==> config.mk <==
export PLATFORM = sky130hd
export DESIGN_NAME = chip_select_ctrl
export DESIGN_NICKNAME = d
export VERILOG_FILES = /design/src/rtl/csc_pkg.sv /design/src/rtl/csc_regs.sv /design/src/rtl/csc_match.sv /design/src/rtl/csc_seq.sv /design/src/rtl/chip_select_ctrl.sv
export SDC_FILE = /design/constraint.sdc
export NUM_CORES = 1
export LEC_CHECK = 0
export CORE_MARGIN = 2
export CORE_UTILIZATION = 46
export DETAILED_ROUTE_END_ITERATION = 16
export GPL_TIMING_DRIVEN = 0
export PLACE_DENSITY = 0.68
export SYNTH_ARGS = -nofsm -noshare
export SYNTH_HDL_FRONTEND = slang
export SYNTH_SLANG_ARGS = --single-unit
==> constraint.sdc <==
create_clock -name clk -period 4.6 [get_ports clk]
set_input_delay 0.92 -clock clk [delete_from_list [all_inputs] [get_ports clk]]
set_output_delay 0.92 -clock clk [all_outputs]
set_load 0.03 [all_outputs]
==> src/rtl/csc_pkg.sv <==
package csc_pkg;
  localparam int ADDR_W  = 32;
  localparam int MATCH_LSB = 12;
  localparam int MATCH_W = ADDR_W - MATCH_LSB;
  localparam int WS_W    = 5;

  localparam logic [31:0] BASE_KEEP = 32'hFFFF_F001;
  localparam logic [31:0] OPT_KEEP  = 32'hFFFF_FC7F;

  localparam int OPT_SETUP = 11;
  localparam int OPT_WHOLD = 10;
  localparam int OPT_WS_LO = 2;
  localparam int OPT_DIR   = 1;
  localparam int OPT_DCARE = 0;

  typedef struct packed {
    logic [MATCH_W-1:0] base;
    logic               en;
    logic [MATCH_W-1:0] mask;
    logic               dir_rd;
    logic               dcare;
    logic               setup;
    logic               whold;
    logic [WS_W-1:0]    ws;
  } chan_cfg_t;

  typedef struct packed {
    logic            setup;
    logic            whold;
    logic [WS_W-1:0] ws;
  } chan_tim_t;

  typedef enum logic [1:0] {
    SQ_IDLE  = 2'd0,
    SQ_SETUP = 2'd1,
    SQ_STRB  = 2'd2,
    SQ_HOLD  = 2'd3
  } seq_state_t;
endpackage

==> src/rtl/csc_regs.sv <==
module csc_regs #(
  parameter int NCH      = 8,
  parameter int REG_AW   = 8,
  parameter int REG_BASE = 'h40
) (
  input  logic                  clk,
  input  logic                  rst,
  input  logic                  reg_wr,
  input  logic [REG_AW-1:0]     reg_addr,
  input  logic [31:0]           reg_wdata,
  output logic [31:0]           reg_rdata,
  output csc_pkg::chan_cfg_t    cfg [NCH]
);
  import csc_pkg::*;

  localparam int CH_W = (NCH > 1) ? $clog2(NCH) : 1;

  logic [31:0]       base_q [NCH];
  logic [31:0]       opt_q  [NCH];
  logic [REG_AW-1:0] off;
  logic [REG_AW-1:0] off_hi;
  logic              in_win;
  logic [CH_W-1:0]   idx;
  logic [31:0]       rd_word;

  always_comb begin
    off    = reg_addr - REG_AW'(REG_BASE);
    off_hi = off >> 3;
    in_win = (reg_addr >= REG_AW'(REG_BASE)) && (off_hi < REG_AW'(NCH)) &&
             (off[1:0] == 2'b00);
    idx    = off_hi[CH_W-1:0];
  end

  for (genvar n = 0; n < NCH; n++) begin : g_chan
    always_ff @(posedge clk) begin
      if (rst) begin
        base_q[n] <= '0;
        opt_q[n]  <= '0;
      end else if (reg_wr && in_win && (idx == CH_W'(n))) begin
        if (off[2]) opt_q[n]  <= reg_wdata & OPT_KEEP;
        else        base_q[n] <= reg_wdata & BASE_KEEP;
      end
    end

    always_comb begin
      cfg[n].base   = base_q[n][31:MATCH_LSB];
      cfg[n].en     = base_q[n][0];
      cfg[n].mask   = opt_q[n][31:MATCH_LSB];
      cfg[n].setup  = opt_q[n][OPT_SETUP];
      cfg[n].whold  = opt_q[n][OPT_WHOLD];
      cfg[n].ws     = opt_q[n][OPT_WS_LO +: WS_W];
      cfg[n].dir_rd = opt_q[n][OPT_DIR];
      cfg[n].dcare  = opt_q[n][OPT_DCARE];
    end
  end

  always_comb begin
    rd_word = '0;
    if (in_win) rd_word = off[2] ? opt_q[idx] : base_q[idx];
  end

  always_ff @(posedge clk) begin
    if (rst) reg_rdata <= '0;
    else     reg_rdata <= rd_word;
  end
endmodule

==> src/rtl/csc_match.sv <==
module csc_match #(
  parameter int NCH  = 8,
  parameter int CH_W = 3
) (
  input  csc_pkg::chan_cfg_t          cfg [NCH],
  input  logic [csc_pkg::MATCH_W-1:0] addr_hi,
  input  logic                        is_write,
  output logic                        hit,
  output logic [CH_W-1:0]             win_idx,
  output csc_pkg::chan_tim_t          win_tim
);
  import csc_pkg::*;

  logic [NCH-1:0] raw;

  for (genvar n = 0; n < NCH; n++) begin : g_cmp
    assign raw[n] = cfg[n].en &&
                    (((addr_hi ^ cfg[n].base) & cfg[n].mask) == '0) &&
                    (cfg[n].dcare || (cfg[n].dir_rd == !is_write));
  end

  always_comb begin
    hit     = 1'b0;
    win_idx = '0;
    win_tim = '0;
    for (int n = NCH - 1; n >= 0; n--) begin
      if (raw[n]) begin
        hit           = 1'b1;
        win_idx       = CH_W'(n);
        win_tim.setup = cfg[n].setup;
        win_tim.whold = cfg[n].whold;
        win_tim.ws    = cfg[n].ws;
      end
    end
  end
endmodule

==> src/rtl/csc_seq.sv <==
module csc_seq #(
  parameter int NCH  = 8,
  parameter int CH_W = 3
) (
  input  logic                     clk,
  input  logic                     rst,
  input  logic                     bus_req,
  input  logic                     bus_write,
  input  logic [31:0]              bus_addr,
  input  logic [31:0]              bus_wdata,
  input  logic                     hit,
  input  logic [CH_W-1:0]          win_idx,
  input  csc_pkg::chan_tim_t       win_tim,
  output logic [NCH-1:0]           cs_n,
  output logic                     rw_n,
  output logic [31:0]              mem_addr,
  output logic [31:0]              mem_wdata,
  output logic                     mem_drive,
  output logic                     bus_ack
);
  import csc_pkg::*;

  seq_state_t      state;
  logic [WS_W-1:0] cnt;
  logic [CH_W-1:0] sel;
  logic            wr_q;
  logic            hold_q;

  function automatic logic [NCH-1:0] strobe_n(input logic [CH_W-1:0] i);
    return ~(NCH'(1) << i);
  endfunction

  always_ff @(posedge clk) begin
    if (rst) begin
      state     <= SQ_IDLE;
      cnt       <= '0;
      sel       <= '0;
      wr_q      <= 1'b0;
      hold_q    <= 1'b0;
      cs_n      <= '1;
      rw_n      <= 1'b1;
      mem_addr  <= '0;
      mem_wdata <= '0;
      mem_drive <= 1'b0;
      bus_ack   <= 1'b0;
    end else begin
      case (state)
        SQ_IDLE: begin
          cs_n      <= '1;
          rw_n      <= 1'b1;
          bus_ack   <= 1'b0;
          mem_drive <= 1'b0;
          if (bus_req && hit) begin
            mem_addr  <= bus_addr;
            mem_wdata <= bus_write ? bus_wdata : '0;
            mem_drive <= 1'b1;
            sel       <= win_idx;
            wr_q      <= bus_write;
            hold_q    <= bus_write && win_tim.whold;
            cnt       <= win_tim.ws;
            if (win_tim.setup) begin
              state <= SQ_SETUP;
            end else begin
              state   <= SQ_STRB;
              cs_n    <= strobe_n(win_idx);
              rw_n    <= !bus_write;
              bus_ack <= (win_tim.ws == '0);
            end
          end
        end
        SQ_SETUP: begin
          if (!bus_req) begin
            state     <= SQ_IDLE;
            mem_drive <= 1'b0;
          end else begin
            state   <= SQ_STRB;
            cs_n    <= strobe_n(sel);
            rw_n    <= !wr_q;
            bus_ack <= (cnt == '0);
          end
        end
        SQ_STRB: begin
          if (bus_ack) begin
            cs_n    <= '1;
            rw_n    <= 1'b1;
            bus_ack <= 1'b0;
            if (hold_q) begin
              state <= SQ_HOLD;
            end else begin
              state     <= SQ_IDLE;
              mem_drive <= 1'b0;
            end
          end else if (!bus_req) begin
            state     <= SQ_IDLE;
            cs_n      <= '1;
            rw_n      <= 1'b1;
            mem_drive <= 1'b0;
          end else begin
            cnt     <= cnt - 1'b1;
            bus_ack <= (cnt == WS_W'(1));
          end
        end
        default: begin
          state     <= SQ_IDLE;
          mem_drive <= 1'b0;
        end
      endcase
    end
  end
endmodule

==> src/rtl/chip_select_ctrl.sv <==
module chip_select_ctrl #(
  parameter int NUM_CS   = 8,
  parameter int REG_AW   = 8,
  parameter int REG_BASE = 'h40
) (
  input  logic              clk,
  input  logic              rst,
  input  logic              reg_wr,
  input  logic [REG_AW-1:0] reg_addr,
  input  logic [31:0]       reg_wdata,
  output logic [31:0]       reg_rdata,
  input  logic              bus_req,
  input  logic              bus_write,
  input  logic [31:0]       bus_addr,
  input  logic [31:0]       bus_wdata,
  output logic [NUM_CS-1:0] cs_n,
  output logic              rw_n,
  output logic [31:0]       mem_addr,
  output logic [31:0]       mem_wdata,
  output logic              mem_drive,
  output logic              bus_ack
);
  import csc_pkg::*;

  localparam int CH_W = (NUM_CS > 1) ? $clog2(NUM_CS) : 1;

  chan_cfg_t       cfg [NUM_CS];
  logic            hit;
  logic [CH_W-1:0] win_idx;
  chan_tim_t       win_tim;

  csc_regs #(.NCH(NUM_CS), .REG_AW(REG_AW), .REG_BASE(REG_BASE)) u_regs (
    .clk       (clk),
    .rst       (rst),
    .reg_wr    (reg_wr),
    .reg_addr  (reg_addr),
    .reg_wdata (reg_wdata),
    .reg_rdata (reg_rdata),
    .cfg       (cfg)
  );

  csc_match #(.NCH(NUM_CS), .CH_W(CH_W)) u_match (
    .cfg      (cfg),
    .addr_hi  (bus_addr[31:MATCH_LSB]),
    .is_write (bus_write),
    .hit      (hit),
    .win_idx  (win_idx),
    .win_tim  (win_tim)
  );

  csc_seq #(.NCH(NUM_CS), .CH_W(CH_W)) u_seq (
    .clk       (clk),
    .rst       (rst),
    .bus_req   (bus_req),
    .bus_write (bus_write),
    .bus_addr  (bus_addr),
    .bus_wdata (bus_wdata),
    .hit       (hit),
    .win_idx   (win_idx),
    .win_tim   (win_tim),
    .cs_n      (cs_n),
    .rw_n      (rw_n),
    .mem_addr  (mem_addr),
    .mem_wdata (mem_wdata),
    .mem_drive (mem_drive),
    .bus_ack   (bus_ack)
  );
endmodule

# After elaboration in Yosys (flattened, before gate mapping)
# Memories as Yosys holds them, arrays and structs flattened.
# Index checks and enable logic that the tools add are counted.
# Widths: inputs -> output; s select.
[totals]
ff_bits = 119
output_inout_bits = 107
ram_bits = 400
mem_count = 2
elab_cells = 267
[memory_table]
columns = ["memory", "words", "word_bits", "read_ports", "rd_clocked_by_memory_dff", "write_ports", "line_no", "rtl"]
rows = [
  ["u_regs.opt_q", 8, 29, 9, 0, 8, "csc_regs.sv:19", "logic [31:0] opt_q [NCH];"],
  ["u_regs.base_q", 8, 21, 9, 0, 8, "csc_regs.sv:18", "logic [31:0] base_q [NCH];"],
]
[op_classes]
order_cmp = 2
n_reduce_logical = 60
add_sub_neg = 2
muxes = 128
eq_ne = 24
n_shift = 2
bitwise_logic = 35
[op_table]
columns = ["cell", "n"]
rows = [
  ["$mux 29", 8],
  ["$mux 21", 8],
  ["$and 20x20->20", 8],
  ["$logic_not 20->1", 8],
  ["$xor 20x20->20", 8],
  ["$mux 1", 74],
  ["$mux 32", 2],
  ["$mux 7", 8],
  ["$mux 8", 5],
  ["$logic_and 1x1->1", 29],
  ["$mux 3", 8],
  ["$pmux 8 s3", 1],
  ["$not 8->8", 2],
  ["$or 1x1->1", 16],
  ["$shl 1x3->8 const A", 2],
  ["$mux 5", 3],
  ["$eq 3x3->1 const B", 4],
  ["$mux 2", 6],
  ["$logic_not 5->1", 2],
  ["$pmux 5 s2", 1],
  ["$pmux 1 s3", 3],
  ["$eq 1x1->1", 8],
  ["$ge 8x7->1 const B", 1],
  ["$logic_or 1x1->1", 8],
  ["23 further kinds", 30],
]

# Longest topological paths before layout
# An unclocked memory read counts as a cell.
[depth]
word_depth = 19
depth_mapped = 14

# By module
# A second synthesis with hierarchy kept.
[hier_totals]
cells_unflattened = 2131
hier_area_um2 = 25524.5
[modules_own_cells]
columns = ["mod", "cells_per_inst", "area_each_um2", "n_inst"]
rows = [
  ["csc_regs", 1260, 18756.7, 1],
  ["csc_seq", 445, 3614.7, 1],
  ["csc_match", 426, 3153.0, 1],
]

# Least setup slack after synthesis
# Ideal clock, no wire load.
[synth_path]
path_kind = "in2reg"
from = "input port reg_addr[3]"
to = "memory u_regs.base_q[3][0] (netlist name) (enable)"
t_required_ns = 4.141
arrival_ns = 4.560
path_slack_ns = -0.419
n_path_buf = 4
cell_stages = 6
path_cell_list = "clkbuf_1 buf_2 buf_2 buf_1 nand2_1 o41ai_1"
[synth_rtl]
columns = ["item", "line_no", "rtl"]
rows = [
  ["start: declaration", "chip_select_ctrl.sv:9", "input logic [REG_AW-1:0] reg_addr,"],
  ["end: declaration", "csc_regs.sv:18", ""],
]

==> impl_results.md <==
* First-pass GRT wire length at between 100,000 and 150,000 um
* Ys async rst share at 0%
* Power Density at 374 mW/mm2
* Crit path DAT at approximately 4800 ps
* CP max FO at 10
* PortBufs at roughly 190
* Clk sinks at about 520
* Vias in the first global route at slightly below 20k
* Dpl hpwl at ~77,000 um
* Tightest Hold Check Type: flop to flop
* Max Clk Rate at around 230 MHz
* CTS H-tree depth at 2
* Initial DRC Count at between 2k and 3k
* Buf/Inv on CP at 3
* Post-synth cell types at a little over 70
* Routed vias at approximately 20k
* Yosys top cell by area: edfxtp_1
* Cell count after synthesis at approximately 2.1k
* Total grt overflow at 0
* Crit path cell chain: clkdlybuf4s50_1 -> nor4b_1 -> nand2_1 -> nor2_1 -> nand3_1 -> nor2_1 -> clkbuf_1 -> clkbuf_1 -> and2_1
* Core Region at between 0.05 and 0.06 mm2
* Clock tree buffer depth at 3
* DIE WIDTH at roughly 240 um
* Die height at about 240 um
* Most frequent cells in the layout: 401 x and2_1, 400 x edfxtp_1, 185 x clkdlybuf4s50_1
* Flops & latches, synth at ~520
* Final period util at roughly 93%
* Share of cells above drive strength 1 at between 10% and 20%
* TritonCTS Buffers at between 50 and 60
* Routed Antenna Nets at 0
* CTS tree: built
* Post-CTS Resized at 0
* Worst setup SP type: input pin
* RSZ-0062 raised after global routing: false
* Setup-failing EPs final at 0
* Die ar. at a little under 0.06 mm2
* Reg clk slew, reported paths at 60 ps
* Worst Max-Slew Pin Slew at roughly 1400 ps
* Top FF cell, synth: edfxtp_1
* Commonest non-fill, non-tap cell in the layout: and2_1
* Initial antenna violation count at 6
* DR WL/cell at ~31 um
* Post-synth EDFFs at 400
* First-pass DRT Iterations at 6
* Max_slew headroom at ~3.4%
* Starting Density at between 40 and 50%
* Final Skew at approximately 25 ps
* Max-cap violations at 0
* Seq/Total Area, Yosys at 54.7%
* Post-route minimum period at between 4000 and 5000 ps
* Max Transition Viols Final at 0
* CTS root buf: clkbuf_16
* CP endpoint kind: flop
* Post-CTS setup buffer count at 0
* Peak supply drop at ~0.32 mV
* Cell Area, Synth at between 0.02 and 0.03 mm2
* Drt drc at 0
* Clock insertion delay at the later pin of the skew report at 630 ps
* DRT Wirelength at about 100,000 um
* Via density at 6.27
* Nets at roughly 2.5k
* Setup CP Type: input pin to flop
* Synth warn at 0
* CP delay by family, top: simple AND/OR/NAND/NOR gates
* Syn-to-layout area delta at 20.5%
* Final hold vios at 0
* Outcome: completed
* Yosys top cell area share at a little under half
* Top post-synthesis cells by area: edfxtp_1 46%, mux4_2 10%, and2_1 9.6%, dfxtp_1 8.9%, xor2_1 5.5%
* Post-layout util at between 50% and 60%
* Leak at approximately 11 nW
* Largest net degree at the start of global routing at 23
* Hold slack at ~450 ps
* RD Place Congestion at 1.05
* Setup TNS Final at 0 ps
* Largest stage delay, worst path at 1030 ps
* Top Ports at around 220
* Syn avg cell area at approximately 12 um2
* Total GRT Usage at ~34%
* Row Count at between 80 and 90
* Req. time, crit path at 5100 ps
* Crit-path slowest cell: nor4b_1
* Overall power at 11.8 mW
[cell type report]
type / count / area (um2)
plain buffers: 165 / 771
flip-flops and latches: 516 / 14300
well taps: 756 / 946
diodes: 1 / 2.50
multi-input cells: 1416 / 11200
clock inverters: 22 / 213
inverters: 26 / 97.6
repair buffers: 210 / 2210
fillers: 4695 / 24800
clock buffers: 85 / 1840
[layer usage]
metal	up-vias	track usage (%)	wire (um)
li1	8367	-	-
met1	9914	44.5	38400
met2	1459	52.5	44700
met3	302	7.55	11400
met4	6	16.0	5770
met5	-	0	34
[metrics by stage]
step | area, um2 | setup WS (ps) | std cells
global route | 31600 | 255 | 3196
detailed placement | 29600 | -671 | 3090
CTS | 31600 | 1.64 | 3197
floorplan | 26200 | -419 | 2124
global placement | 29000 | -3820 | 3065
finish | 31600 | 309 | 3197
[cells in the mapped netlist (all sizes together) (4+ instances only)]
library cell	count
nand2	141
nor2b	21
mux2i	11
nor3	27
a21oi	102
ha	8
nor4	14
mux4	121
a22oi	127
o2111ai	4
nand3	42
xor2	165
clkbuf	106
a211oi	5
and3	4
o41ai	4
edfxtp	400
and2	401
inv	26
dfxtp	116
o211ai	5
nand4	43
o21ai	22
buf	60
a2bb2oi	5
or3b	4
nand3b	7
a31oi	5
nand2b	7
or3	8
o31ai	12
or2	6
nor2	46
[where the power goes]
group | total, mW | leakage (nW) | switching [mW] | internal [mW]
logic | 1.47 | 5.28 | 0.906 | 0.564
registers | 5.42 | 4.73 | 0.192 | 5.23
clock network | 4.93 | 1.02 | 1.99 | 2.94
[state kept, by name, summed over array words and instances (netlist names), 2 cells and up]
signal            cells
u_regs.opt_q        232
u_regs.base_q       168
u_seq.mem_addr       32
u_seq.mem_wdata      32
u_regs.reg_rdata     29
u_seq.cs_n            8
u_seq.cnt             5
u_seq.sel             3
u_seq.state           2
[kinds of logic after synthesis]
logic type	Yosys count	share of synthesized area, %
compound gates	328	8.54
xor+xnor	168	5.61
simple gates	777	16.7
fa+ha+maj	8	0.382
mux	132	10.8
other cells	1	0.0143
flops	516	54.7
buf+inv	192	3.32
[final timing paths]
check,from,end,slack [ps],cells past startpoint
min,u_seq.mem_wdata[0]$_SDFFE_PP0P_,u_seq.mem_wdata[0]$_SDFFE_PP0P_,450,2
max,reg_addr[1],u_regs.opt_q[0][25]$_SDFFCE_PN0P_,310,9
min reg2reg,u_seq.mem_wdata[0]$_SDFFE_PP0P_,u_seq.mem_wdata[0]$_SDFFE_PP0P_,450,2
max reg2reg,u_regs.base_q[6][16]$_SDFFCE_PN0P_,u_seq.rw_n$_SDFFE_PP1P_,450,10
[worst reg2reg max path, cell delays in order, from the launching register on]
cell and delay (ps):
edfxtp_1 410, xor2_1 190, a22oi_1 480, nand4_1 480, nor3_1 630, or4_1 280
buf_2 200, o31ai_2 130, or2_2 300, a2111oi_0 760, o31ai_1 140
[repair_timing]
item                                   CTS  global route
setup endpoints to repair                0            26
hold buffers                             0             0
endpoints found under the hold margin    0             0
Power figures use the tool's default switching activity.
